--- config.mk ---
export PLATFORM = sky130hd
export DESIGN_NAME = tx_credit_monitor
export DESIGN_NICKNAME = d
export VERILOG_FILES = /design/src/rtl/tx_mon_pkg.sv /design/src/rtl/tx_credit_ctr.sv /design/src/rtl/tx_err_flags.sv /design/src/rtl/tx_credit_monitor.sv
export SDC_FILE = /design/constraint.sdc
export NUM_CORES = 1
export LEC_CHECK = 0
export ABC_CLOCK_PERIOD_IN_PS = 2800
export BUFFER_PORTS_ARGS = -buffer_cell sky130_fd_sc_hd__buf_2
export CORE_MARGIN = 3
export CORE_UTILIZATION = 34
export CTS_BUF_LIST = sky130_fd_sc_hd__clkbuf_4 sky130_fd_sc_hd__clkbuf_8
export DETAILED_ROUTE_END_ITERATION = 8
export HOLD_SLACK_MARGIN = 0.08
export PLACE_DENSITY = 0.61
export SYNTH_ARGS = -nofsm -noshare
export SYNTH_HDL_FRONTEND = slang
export SYNTH_HIERARCHICAL = 1
export SYNTH_SLANG_ARGS = --single-unit
--- constraint.sdc ---
create_clock -name clk -period 2.8 [get_ports clk]
set_input_delay 0.14 -clock clk [delete_from_list [all_inputs] [get_ports clk]]
set_output_delay 0.14 -clock clk [all_outputs]
set_load 0.005 [all_outputs]
--- src/rtl/tx_mon_pkg.sv ---
package tx_mon_pkg;

    // Channel run mode, held in configuration bits 31:30
    typedef enum logic [1:0] {
        MODE_HALT  = 2'b00,
        MODE_DRAIN = 2'b01,
        MODE_RUN   = 2'b10,
        MODE_RSVD  = 2'b11
    } chan_mode_e;

    typedef struct packed {
        chan_mode_e mode;
        logic       req_en;
    } chan_cfg_t;

    localparam int DATA_W         = 32;
    localparam int CFG_MODE_LSB   = 30;
    localparam int CFG_REQ_BIT    = 3;
    localparam int ERR_CRED_LSB   = 0;
    localparam int ERR_ACT_LSB    = 9;
    localparam int ERR_DWC_BIT    = 30;
    localparam int ERR_ADDR_BIT   = 31;
    localparam int STS_NOPEND_LSB = 16;
    localparam int STS_EMPTY_LSB  = 24;

endpackage

--- src/rtl/tx_credit_ctr.sv ---
module tx_credit_ctr #(
    parameter int CRED_MAX = 31,
    parameter int CRED_W   = $clog2(CRED_MAX + 1)
) (
    input  logic              clk,
    input  logic              rst_n,
    input  logic              chan_on,
    input  logic              grant,
    input  logic              consume,
    output logic [CRED_W-1:0] credit
);

    localparam logic [CRED_W-1:0] TOP = CRED_W'(CRED_MAX);

    typedef struct packed {
        logic [CRED_W-1:0] cnt;
    } ctr_state_t;

    ctr_state_t st_d, st_q;

    always_comb begin
        st_d = st_q;
        if (!chan_on) begin
            st_d.cnt = '0;
        end else if (grant && !consume && st_q.cnt != TOP) begin
            st_d.cnt = st_q.cnt + 1'b1;
        end else if (consume && !grant && st_q.cnt != '0) begin
            st_d.cnt = st_q.cnt - 1'b1;
        end
    end

    always_ff @(posedge clk) begin
        if (!rst_n) st_q <= '0;
        else        st_q <= st_d;
    end

    assign credit = st_q.cnt;

    p_cap_r3: assert property (@(posedge clk) disable iff (!rst_n)
        credit <= TOP);
    p_up_r3: assert property (@(posedge clk) disable iff (!rst_n)
        chan_on && grant && !consume && credit != TOP |=> credit == $past(credit) + 1'b1);
    p_floor_r4: assert property (@(posedge clk) disable iff (!rst_n)
        chan_on && consume && !grant && credit == '0 |=> credit == '0);
    p_both_r4: assert property (@(posedge clk) disable iff (!rst_n)
        chan_on && consume && grant |=> $stable(credit));
    p_halt_r5: assert property (@(posedge clk) disable iff (!rst_n)
        !chan_on |=> credit == '0);

endmodule

--- src/rtl/tx_err_flags.sv ---
module tx_err_flags #(
    parameter int W = 32
) (
    input  logic         clk,
    input  logic         rst_n,
    input  logic [W-1:0] set_vec,
    input  logic [W-1:0] clr_vec,
    output logic [W-1:0] flags
);

    typedef struct packed {
        logic [W-1:0] err;
    } flag_state_t;

    flag_state_t st_d, st_q;

    always_comb begin
        st_d     = st_q;
        st_d.err = (st_q.err & ~clr_vec) | set_vec;
    end

    always_ff @(posedge clk) begin
        if (!rst_n) st_q <= '0;
        else        st_q <= st_d;
    end

    assign flags = st_q.err;

    p_set_wins_r10: assert property (@(posedge clk) disable iff (!rst_n)
        1'b1 |=> (flags & $past(set_vec)) == $past(set_vec));
    p_w1c_r9: assert property (@(posedge clk) disable iff (!rst_n)
        1'b1 |=> (flags & $past(clr_vec & ~set_vec)) == '0);
    p_hold_r9: assert property (@(posedge clk) disable iff (!rst_n)
        1'b1 |=> (flags & ~$past(clr_vec)) == ($past(flags | set_vec) & ~$past(clr_vec)));

endmodule

--- src/rtl/tx_credit_monitor.sv ---
module tx_credit_monitor
    import tx_mon_pkg::*;
#(
    parameter int NUM_CH   = 8,
    parameter int CRED_MAX = 31,
    parameter int ADDR_W   = 5
) (
    input  logic              clk,
    input  logic              rst_n,
    input  logic              reg_wr,
    input  logic [ADDR_W-1:0] reg_addr,
    input  logic [31:0]       reg_wdata,
    output logic [31:0]       reg_rdata,
    input  logic [NUM_CH-1:0] credit_grant,
    input  logic [NUM_CH-1:0] credit_use,
    input  logic [NUM_CH-1:0] fifo_full,
    input  logic [NUM_CH-1:0] act_cmd,
    input  logic [NUM_CH-1:0] req_buf_busy,
    input  logic              addr_err,
    input  logic              dwcnt_err
);

    localparam int CRED_W   = $clog2(CRED_MAX + 1);
    localparam int CRED_REG = NUM_CH;
    localparam int ERR_REG  = 2 * NUM_CH;
    localparam int STS_REG  = 2 * NUM_CH + 1;

    localparam logic [DATA_W-1:0] ERR_MASK =
        (DATA_W'((1 << NUM_CH) - 1) << ERR_CRED_LSB) |
        (DATA_W'((1 << NUM_CH) - 1) << ERR_ACT_LSB) |
        (DATA_W'(1) << ERR_DWC_BIT) | (DATA_W'(1) << ERR_ADDR_BIT);

    initial begin
        a_layout: assert (NUM_CH <= 8 && (1 << ADDR_W) >= STS_REG + 1);
    end

    typedef struct packed {
        chan_cfg_t [NUM_CH-1:0] cfg;
    } mon_state_t;

    mon_state_t st_d, st_q;

    logic [NUM_CH-1:0][CRED_W-1:0] credit;
    logic [NUM_CH-1:0]             chan_on;
    logic [DATA_W-1:0]             err_set, err_clr, err_word, sts_word;

    // Configuration registers
    always_comb begin
        st_d = st_q;
        for (int c = 0; c < NUM_CH; c++) begin
            if (reg_wr && reg_addr == ADDR_W'(c)) begin
                st_d.cfg[c].mode   = chan_mode_e'(reg_wdata[CFG_MODE_LSB +: 2]);
                st_d.cfg[c].req_en = reg_wdata[CFG_REQ_BIT];
            end
        end
    end

    always_ff @(posedge clk) begin
        if (!rst_n) st_q <= '0;
        else        st_q <= st_d;
    end

    // Per-channel credit counters
    for (genvar g = 0; g < NUM_CH; g++) begin : g_ch
        assign chan_on[g] = (st_q.cfg[g].mode != MODE_HALT);

        tx_credit_ctr #(
            .CRED_MAX (CRED_MAX),
            .CRED_W   (CRED_W)
        ) i_ctr (
            .clk     (clk),
            .rst_n   (rst_n),
            .chan_on (chan_on[g]),
            .grant   (credit_grant[g]),
            .consume (credit_use[g]),
            .credit  (credit[g])
        );

        p_cred_err_r6: assert property (@(posedge clk) disable iff (!rst_n)
            fifo_full[g] && credit[g] != '0 |=> err_word[ERR_CRED_LSB + g]);
        p_act_err_r7: assert property (@(posedge clk) disable iff (!rst_n)
            act_cmd[g] && req_buf_busy[g] |=> err_word[ERR_ACT_LSB + g]);
    end

    // Error set and clear vectors
    always_comb begin
        err_set = '0;
        for (int c = 0; c < NUM_CH; c++) begin
            err_set[ERR_CRED_LSB + c] = fifo_full[c] && (credit[c] != '0);
            err_set[ERR_ACT_LSB + c]  = act_cmd[c] && req_buf_busy[c];
        end
        err_set[ERR_DWC_BIT]  = dwcnt_err;
        err_set[ERR_ADDR_BIT] = addr_err;
        err_clr = (reg_wr && reg_addr == ADDR_W'(ERR_REG)) ? (reg_wdata & ERR_MASK) : '0;
    end

    tx_err_flags #(.W(DATA_W)) i_err (
        .clk     (clk),
        .rst_n   (rst_n),
        .set_vec (err_set),
        .clr_vec (err_clr),
        .flags   (err_word)
    );

    // Shared status word
    always_comb begin
        sts_word = '0;
        for (int c = 0; c < NUM_CH; c++) begin
            sts_word[STS_EMPTY_LSB + c]  = !req_buf_busy[c];
            sts_word[STS_NOPEND_LSB + c] = !(st_q.cfg[c].mode == MODE_RUN &&
                                             st_q.cfg[c].req_en && credit[c] != '0);
        end
    end

    // Read mux
    always_comb begin
        reg_rdata = '0;
        for (int c = 0; c < NUM_CH; c++) begin
            if (reg_addr == ADDR_W'(c)) begin
                reg_rdata[CFG_MODE_LSB +: 2] = st_q.cfg[c].mode;
                reg_rdata[CFG_REQ_BIT]       = st_q.cfg[c].req_en;
            end
            if (reg_addr == ADDR_W'(CRED_REG + c)) begin
                reg_rdata = DATA_W'(credit[c]);
            end
        end
        if (reg_addr == ADDR_W'(ERR_REG)) reg_rdata = err_word;
        if (reg_addr == ADDR_W'(STS_REG)) reg_rdata = sts_word;
    end

    p_dwc_r8: assert property (@(posedge clk) disable iff (!rst_n)
        dwcnt_err |=> err_word[ERR_DWC_BIT]);
    p_addr_r8: assert property (@(posedge clk) disable iff (!rst_n)
        addr_err |=> err_word[ERR_ADDR_BIT]);
    p_cfg_bits_r2: assert property (@(posedge clk) disable iff (!rst_n)
        reg_addr < ADDR_W'(NUM_CH) |-> (reg_rdata & ~32'hC000_0008) == '0);

endmodule

======== After elaboration in Yosys (flattened, before gate mapping) ========
Index checks and enable logic that the tools add are counted.
storage, ports and cells
  logic and storage cells ................. 258
  input bits .............................. 82
  register bits after elaboration ......... 96
  output and inout port bits .............. 32
operators by class
  multiplexer cells ....................... 43
  reduce and logical (&&, ||, !) cells .... 138
  add/subtract/negate cells ............... 16
  bitwise logic cells ..................... 3
  eq/ne operators ......................... 33
operators by type and width
  operator             count
  $mux 32              11
  $mux 5               16
  $logic_and 1x1->1    73
  $add 5x1->5 const B  8
  $eq 5x4->1 const B   8
  $ne 5x5->1 const B   8
  $reduce_bool 5->1    8
  $sub 5x1->5 const B  8
  $and 32x32->32       1
  $logic_not 1->1      32
  $not 32->32          1
  $or 32x32->32        1
  $reduce_bool 2->1    16
  $eq 5x3->1 const B   4
  $eq 2x2->1 const B   8
  $mux 2               8
  $reduce_and 2->1     8
  $eq 5x2->1 const B   2
  $eq 5x5->1 const B   2
  $mux 1               8
  $eq 5x1->1 const B   1
  $logic_not 5->1      1

======== Logic depth before layout (Yosys ltp) ========
Gate-level depths: netlist (run 1).
  word-level depth ........................ 19
  gate-level depth with buffers ........... 8
  depth with buffers taken out ............ 8

======== Hierarchy ========
Netlist (run 1), hierarchy kept.
modules (own cells, without submodules)
  module             cells an instance  area an instance (um2)  sequential area each (um2)  instances
  tx_credit_ctr      45                 382.9                   100.1                       8
  tx_credit_monitor  364                2508.7                  480.5                       1
  tx_err_flags       99                 1114.8                  640.6                       1

======== Worst setup path after synthesis (run 1) ========
No wires, ideal clock.
  path kind ............................... register to register
  start point ............................. reg g_ch[5].i_ctr.st_q, in the netlist g_ch[5].i_ctr/credit[0]
  end point ............................... reg g_ch[5].i_ctr.st_q, in the netlist g_ch[5].i_ctr/credit[4]
  slack ................................... 711 ps
  clock period less this slack ............ 2089 ps
  setup time .............................. 62 ps
  cell stages (with the launch flop) ...... 9
  required time ........................... 2738 ps
  arrival ................................. 2027 ps
  cells stage by stage .................... dfxtp_1 > nand4_1 > o21a_1 > inv_1 > ha_1 > a21oi_1 > nand2_1 > or4_1 > nand3_1
between the ends
  longest elaborated chain between the ends .. 3
  elaborated cells between the ends (all ways) .. 9
  classes of those cells .................. add/sub (2); eq/ne (1); mux (2); reduce/logical (4)
RTL lines
  item                                         line                 RTL
  start: declaration                           tx_credit_ctr.sv:19  ctr_state_t st_d, st_q;
  start signal: assignment                     tx_credit_ctr.sv:34  else st_q <= st_d;
  $sub 5x1->5 (tied with other cells)          tx_credit_ctr.sv:28  st_d.cnt = st_q.cnt - 1'b1;
  $mux 5 (tied with other cells)               tx_credit_ctr.sv:27  end else if (consume && !grant && st_q.cnt != '0) begin
  $mux 5 or $reduce_bool 2->1 (tied branches)  --
Parallel ways exist; a longest one is shown, timed or not. The select of a mux whose other input is x is not followed.
A chain may end at the register's enable or synchronous reset.

======== Worst setup path after layout (run 1) ========
  start point ............................. reg g_ch[3].i_ctr.st_q, in the netlist g_ch[3].i_ctr/credit[4]
  end point ............................... reg g_ch[3].i_ctr.st_q, in the netlist g_ch[3].i_ctr/credit[4]
between the ends
  longest elaborated chain between the ends .. 3
  elaborated cells between the ends (all ways) .. 9
  classes of those cells .................. add/sub (2); eq/ne (1); mux (2); reduce/logical (4)
RTL lines
  item                                         line
  start: declaration                           tx_credit_ctr.sv:19
  start signal: assignment                     tx_credit_ctr.sv:34
  $sub 5x1->5 (tied with other cells)          tx_credit_ctr.sv:28
  $mux 5 (tied with other cells)               tx_credit_ctr.sv:27
  $mux 5 or $reduce_bool 2->1 (tied branches)  --
Parallel ways exist; a longest one is shown, timed or not. The select of a mux whose other input is x is not followed.

==> results of run 1 <==
## routing by layer
layer  vias to the layer above  routed length, um  GRT usage
met2                       192               8509     0.2741
met4                         0                401    0.05974
met5                         -                  0          0
met1                      3022               9166     0.2515
met3                        28               1093    0.02824
li1                       3268                  -          -
## power by group through the flow
| stage | Sequential [W] | Clock (W) | Combinational [W] |
|---|---|---|---|
| finish | 0.00141 | 0.00101 | 0.000369 |
| detailed placement | 0.00144 | 0 | 0.000344 |
| floorplan | 0.00143 | 0 | 0.000233 |
| global placement | 0.00144 | 0 | 0.000341 |
| CTS | 0.00141 | 0.00105 | 0.000366 |
| global route | 0.00141 | 0.00110 | 0.000410 |
## critical path: stages (launching register included)
cell and delay (ps):
dfxtp_1 510, nand4_1 170, o21a_1 280, inv_1 210, ha_1 310, a21oi_1 260, nand2_1 100, or4_1 470
nand3_1 100
## worst paths after layout
| check | from | to | slack (ps) | cells after the start |
|---|---|---|---|---|
| setup / recovery | g_ch[3].i_ctr/credit[4]$_SDFFE_PN0P_ | g_ch[3].i_ctr/credit[4]$_SDFFE_PN0P_ | 330 | 8 |
| hold / removal | req_buf_busy[0] | i_err/flags[9]$_SDFF_PN0_ | 90 | 3 |
| setup reg to reg | g_ch[3].i_ctr/credit[4]$_SDFFE_PN0P_ | g_ch[3].i_ctr/credit[4]$_SDFFE_PN0P_ | 330 | 8 |
| hold reg to reg | st_q[3]$_SDFFE_PN0P_ | st_q[3]$_SDFFE_PN0P_ | 490 | 2 |
## cell usage in the layout, fill, tap and decap left out, types with 3 or more instances in the layout
| cell | instances |
|---|---|
| nor3_1 | 33 |
| a2bb2oi_1 | 3 |
| a21o_2 | 8 |
| or3_2 | 8 |
| or4_1 | 16 |
| clkbuf_8 | 10 |
| or4b_1 | 8 |
| o41ai_1 | 8 |
| clkinv_4 | 3 |
| nand4_1 | 9 |
| a21boi_0 | 27 |
| or2_2 | 9 |
| xor2_1 | 8 |
| or4_4 | 8 |
| and3_1 | 20 |
| ha_1 | 24 |
| mux2i_1 | 11 |
| o21ai_0 | 40 |
| o21a_1 | 48 |
| mux4_2 | 5 |
| dlygate4sd3_1 | 20 |
| nand3_1 | 58 |
| nor2_1 | 33 |
| dfxtp_1 | 96 |
| nand2b_1 | 8 |
| inv_1 | 21 |
| nor2b_1 | 80 |
| fa_1 | 8 |
| buf_2 | 99 |
| and2_1 | 19 |
| nand2_1 | 75 |
| buf_4 | 12 |
| conb_1 | 28 |
| a21oi_1 | 45 |
| o22ai_1 | 5 |
| a211oi_1 | 22 |
| a22o_1 | 3 |
## layout make-up
| type | instances | area (um^2) |
|---|---|---|
| clock inverters | 6 | 76.32 |
| flip-flops and latches | 96 | 1922 |
| multi-input cells | 703 | 4616 |
| repair buffers | 131 | 785.8 |
| fillers | 1983 | 11080 |
| inverters | 21 | 78.83 |
| well taps | 260 | 325.3 |
| clock buffers | 10 | 137.6 |
## registers in the layout, summed over array words and instances (netlist names)
name and count:
i_err/flags 32, st_q 24, g_ch.i_ctr/credit 40
## Yosys cell counts, types with 3 or more instances
master / instances
dfxtp_1: 96
nor2b_1: 80
nand2_1: 75
nand3_1: 58
o21a_1: 48
a21oi_1: 45
o21ai_0: 40
nor2_1: 33
nor3_1: 33
a21boi_0: 27
ha_1: 24
a211oi_1: 22
inv_1: 21
and3_1: 20
and2_1: 19
or4_1: 16
mux2i_1: 11
clkbuf_1: 10
buf_2: 9
nand4_1: 9
or2_2: 9
a21o_2: 8
fa_1: 8
nand2b_1: 8
o41ai_1: 8
or3_2: 8
or4_4: 8
or4b_1: 8
xor2_1: 8
mux4_2: 5
o22ai_1: 5
buf_4: 4
buf_6: 4
a22o_1: 3
a2bb2oi_1: 3
## through the flow
step           std cells  hold slack [ps]
3_3_place_gp        1191            349.1
2_1_floorplan        850            257.5
5_1_grt             1227            121.7
3_5_place_dp        1191            354.5
6_report            1227            88.12
4_1_cts             1227            81.46
## cell families after synthesis
group	share of synthesized area
adder cells (fa/ha/maj)	0.06886
AND/OR/NAND/NOR	0.3295
other	0.0005608
XOR/XNOR	0.01048
multiplexers	0.04285
flip-flops	0.2874
buffers and inverters	0.03743
AO/OA/AOI/OAI	0.2229
==> results.md, run 1 <==
- Outcome: finished clean
- Starting DRT DRC Count: 450
- RSZ-0062 raised after global routing: false
- P_int: 0.002011 W
- Die Y-Extent: 146.2 um
- Detailed placement HPWL: 14160 um
- DRC viols: 0
- Largest area contributor in the netlist: dfxtp_1
- Power density over the cells: 350.5 mW/mm^2
- Post-synth EDFFs: 0
- Post-Synthesis Cell Area: 0.006686 mm^2
- Leak Pwr: 3.191 nW
- Net Sw Power: 0.0007719 W
- DR WL/cell: 15.62 um
- Hold WC Path Type: in2reg
- Vias per cell: 5.306
- Clk pwr share: 0.363
- Critical path data required time: 3120 ps
- Register bit total from synthesis: 96
- Row count: 50
- Crit share post-route: 0.8834
- Async set-reset flop share out of synthesis: 0
- Clock Tree Root: clkbuf_8
- Critical path data arrival time: 2800 ps
- Vias in the first global route: 6006
- Hold Violations, Final: 0
- Vias: 6510
- Max Cap Viol: 0
- Netlist cell types: 60
- Reg power frac: 0.505
- H-tree lvl count: 3
- Sink Count: 96
- I/O Pins: 114
- Die area: 0.02138 mm^2
- Die width: 146.2 um
- Peak Freq: 0.4043 GHz
- Post-CTS Setup Inserts: 0
- GRT Overall Usage: 0.1771
- Setup TNS: 0 ps
- Setup violation total in the final timing report: 0
- Clock latency on the worst-skew pair: 390 ps
- Drt total wl: 19170 um
- Dpl ws: 400.2 ps
- Placed cell area: 0.007527 mm^2
- Core ar.: 0.01902 mm^2
- Synth top area cells: dfxtp_1, nor2b_1, o21a_1
- Area grow syn2layout: 18.77%
- Pin count of the biggest net entering global routing: 35
- CTS tree: done
- Sw Share: 0.2773
- Gr ovfl total: 0
- Final Cell Area: 0.007941 mm^2
- Final worst slack: 326.6 ps
- First-pass DRT Iterations: 5
- Minimum clock period: 2473 ps
- Yosys warning total: 6
- GP Congestion: 0.9684
- Initial antenna violation count: 0
- Initial Util: 0.3516
- I/O Buffers: 99
- Top FF cell, synth: dfxtp_1
- CTS max path bufs: 2
- Comb power frac: 0.133
- Final Util: 0.4176
- Top-area cell type share of the netlist area: 0.2874
- Detail Route Antenna Nets: 0
- Worst-Margin Slew: 680.7 ps
- Tot Pwr: 0.002783 W
- Final Slew Violations: 0
- Post-CTS sizing: 0
- Post-Syn Instances: 823
- Slew HR: 0.5449
- Worst ir drop on vdd: 0.1748 mV
- Ant. Diodes: 0
- Total CTS buffers: 9
- Critical Path Source Type: flop
- Hold-fix buffers, CTS: 20
- Clock-pin slew on the worst setup and hold paths: 110 ps
- Critical path class: reg2reg
- First-pass GRT wire length: 31230 um
- Layout Nets: 1076
- Sequential-to-total area share from yosys stat: 0.2874
- Syn avg cell area: 8.124 um^2
- Crit. End Element: flop
- Max FO, Critical Path: 7
- Clk_skew: 13.35 ps
- Layout cells sized above 1: 0.1758
Power figures use the tool's default switching activity.
==> run 2: changes to the inputs <==
--- a/config.mk
+++ b/config.mk
@@ -7,12 +7,14 @@
 export LEC_CHECK = 0
 export ABC_CLOCK_PERIOD_IN_PS = 2800
 export BUFFER_PORTS_ARGS = -buffer_cell sky130_fd_sc_hd__buf_2
+export CELL_PAD_IN_SITES_DETAIL_PLACEMENT = 1
+export CELL_PAD_IN_SITES_GLOBAL_PLACEMENT = 1
 export CORE_MARGIN = 3
 export CORE_UTILIZATION = 34
 export CTS_BUF_LIST = sky130_fd_sc_hd__clkbuf_4 sky130_fd_sc_hd__clkbuf_8
 export DETAILED_ROUTE_END_ITERATION = 8
 export HOLD_SLACK_MARGIN = 0.08
-export PLACE_DENSITY = 0.61
+export PLACE_DENSITY = 0.75
 export SYNTH_ARGS = -nofsm -noshare
 export SYNTH_HDL_FRONTEND = slang
 export SYNTH_HIERARCHICAL = 1
==> run 2 against run 1 <==
Flip-flop and latch count unchanged. Critical path type unchanged. First-iteration DRC count down 11%. Clock-buffer cell count fell by 1. Largest power group unchanged. Register-to-register slack got worse by 20 ps. Via count grew 2.9%.
==> results.md, run 2 (same netlist as run 1, synthesis figures left out) <==
- CTS max path bufs: 2 (unchanged)
- First-pass DRT Iterations: 5 (unchanged)
- Met2 WL: 10260 um (+21%)
- Clk_skew: 13.87 ps (+0.5191 ps)
- Vias in the first global route: 6734 (+12%)
- Register with the most flip-flops: g_ch.i_ctr/credit
- Detail Route Antenna Nets: 0 (unchanged)
- H-tree lvl count: 3 (unchanged)
- Clock Tree Root: clkbuf_8
- Initial antenna violation count: 0 (unchanged)
- Slew HR: 0.5143 (-0.03067)
- Hold WC Path Type: in2reg
- Max FO, Critical Path: 7 (unchanged)
- Leak Pwr: 3.204 nW (+0.40%)
- Power density over the cells: 343.5 mW/mm^2 (-2.0%)
- Post-CTS Setup Inserts: 0 (unchanged)
- Pin count of the biggest net entering global routing: 38 (+8.6%)
- Final Slew Violations: 0 (unchanged)
- Core ar.: 0.01902 mm^2 (unchanged)
- Reg power frac: 0.514 (+0.009)
- Peak Freq: 0.4011 GHz (-0.78%)
- Worst-Margin Slew: 723.0 ps (+42.34 ps)
- Minimum clock period: 2493 ps (+19.54 ps)
- Total CTS buffers: 9 (unchanged)
- Layout cells sized above 1: 0.1770 (+0.001153)
- Post-CTS sizing: 0 (unchanged)
- Commonest cells after routing, fill and taps aside: buf_2, dfxtp_1, nor2b_1
- Drt total wl: 21810 um (+14%)
- I/O Buffers: 99 (unchanged)
- Final Util: 0.4190 (+0.001447)
- Delay-heaviest family, CP: simple AND/OR/NAND/NOR gates
- Hold-fix buffers, CTS: 23 (+15%)
- Starting DRT DRC Count: 401 (-11%)
- Hold Violations, Final: 0 (unchanged)
- Initial Util: 0.3516 (unchanged)
- Largest register FFs: 40 (unchanged)
- Clk pwr share: 0.345 (-0.018)
- Critical path data arrival time: 2830 ps (+30 ps)
- Final hold slack: 110.7 ps (+22.57 ps)
- Vias per cell: 5.435 (+2.4%)
- Vias: 6696 (+2.9%)
- Comb power frac: 0.141 (+0.008)
- Outcome: finished clean
- Reg area: 0.001922 mm^2 (unchanged)
- Critical Path Source Type: flop
- Critical path's slowest cell: dfxtp_1
- Layout Nets: 1081 (+0.46%)
- Routed wl met3: 769 um (-30%)
- I/O Pins: 114 (unchanged)
- Commonest non-fill, non-tap cell in the layout: buf_2
- Clock-pin slew on the worst setup and hold paths: 110 ps (about the same)
- Crit. End Element: flop
- Area grow syn2layout: 19.18%
- Worst stage delay on the critical path: 510 ps (about the same)
- Net Sw Power: 0.0008224 W (+6.5%)
- Fill count: 2415 (+22%)
- Die width: 146.2 um (unchanged)
- DRC viols: 0 (unchanged)
- Multi-input gate area: 0.004616 mm^2 (unchanged)
- RSZ-0062 raised after global routing: false
- Setup TNS: 0 ps (unchanged)
- GRT Overall Usage: 0.2014 (+0.02431)
- Crit path buf inv count: 1 (unchanged)
- CTS tree: done
- Clock latency on the worst-skew pair: 400 ps (about the same)
- Worst ir drop on vdd: 0.1870 mV (+7.0%)
- Met1 WL: 10450 um (+14%)
- Post-Layout Cell Count: 1232 (+0.41%)
- CP Cell Sequence: nand4_1, o21a_1, inv_1, ha_1, a21oi_1, nand2_1, or4_1, nand3_1
- Crit share post-route: 0.8903 (+0.006978)
- Die Y-Extent: 146.2 um (unchanged)
- Max layer used: met4
- DR WL/cell: 17.70 um (+13%)
- Die area: 0.02138 mm^2 (unchanged)
- First-pass GRT wire length: 35610 um (+14%)
- Critical path class: reg2reg
- P_int: 0.001915 W (-4.8%)
- Detailed placement HPWL: 16200 um (+14%)
- Sink Count: 96 (unchanged)
- Ant. Diodes: 0 (unchanged)
- Dpl cells: 1193 (+0.17%)
- Gr ovfl total: 0 (unchanged)
- Setup violation total in the final timing report: 0 (unchanged)
- Row count: 50 (unchanged)
- Critical path data required time: 3140 ps (+20 ps)
- GP Congestion: 0.8681 (-10%)
- Max Cap Viol: 0 (unchanged)
- Sw Share: 0.3005 (+0.02313)
[run 2: worst reg2reg max path: stages, from the launching register on]
cell	delay, ps
dfxtp_1	510
nand4_1	170
o21a_1	290
inv_1	230
ha_1	320
a21oi_1	250
nand2_1	100
or4_1	480
nand3_1	100
[run 2: cell type report]
type	count	area share
clock buffer	9	0.01554
clock inverter	7	0.009107
inverter	21	0.009892
multi-input combinational	703	0.5792
sequential	96	0.2412
tap	260	0.04082
timing repair buffer	136	0.1043
[run 2: per-stage QoR]
stage,instance area (um^2),worst slack [ps],power [W]
6_report,7969,307.1,0.002737
5_1_grt,7969,123.3,0.002872
4_1_cts,7969,333.1,0.002771
3_5_place_dp,7542,358.6,0.001792
3_3_place_gp,7542,416.8,0.001782
2_1_floorplan,6788,710.7,0.001665
[run 2: routing by layer]
layer | track usage | vias up
met4 | 0.05597 | 0
met3 | 0.02328 | 21
met5 | 0 | -
li1 | - | 3276
met1 | 0.2794 | 3267
met2 | 0.3323 | 132
[run 2: final timing paths]
| path | start | endpoint | slack (ps) | cells past startpoint |
|---|---|---|---|---|
| setup / recovery | g_ch[3].i_ctr/credit[4]$_SDFFE_PN0P_ | g_ch[3].i_ctr/credit[4]$_SDFFE_PN0P_ | 310 | 8 |
| hold / removal | fifo_full[0] | i_err/flags[0]$_SDFF_PN0_ | 110 | 3 |
| setup reg to reg | g_ch[3].i_ctr/credit[4]$_SDFFE_PN0P_ | g_ch[3].i_ctr/credit[4]$_SDFFE_PN0P_ | 310 | 8 |
| hold reg to reg | st_q[3]$_SDFFE_PN0P_ | st_q[3]$_SDFFE_PN0P_ | 500 | 2 |
[run 2: power by group through the flow]
stage	Clock, W	Combinational, W	Sequential, W
floorplan	0	0.000233	0.00143
global placement	0	0.000345	0.00144
detailed placement	0	0.000354	0.00144
CTS	0.000984	0.000381	0.00141
global route	0.00103	0.000428	0.00141
finish	0.000944	0.000386	0.00141
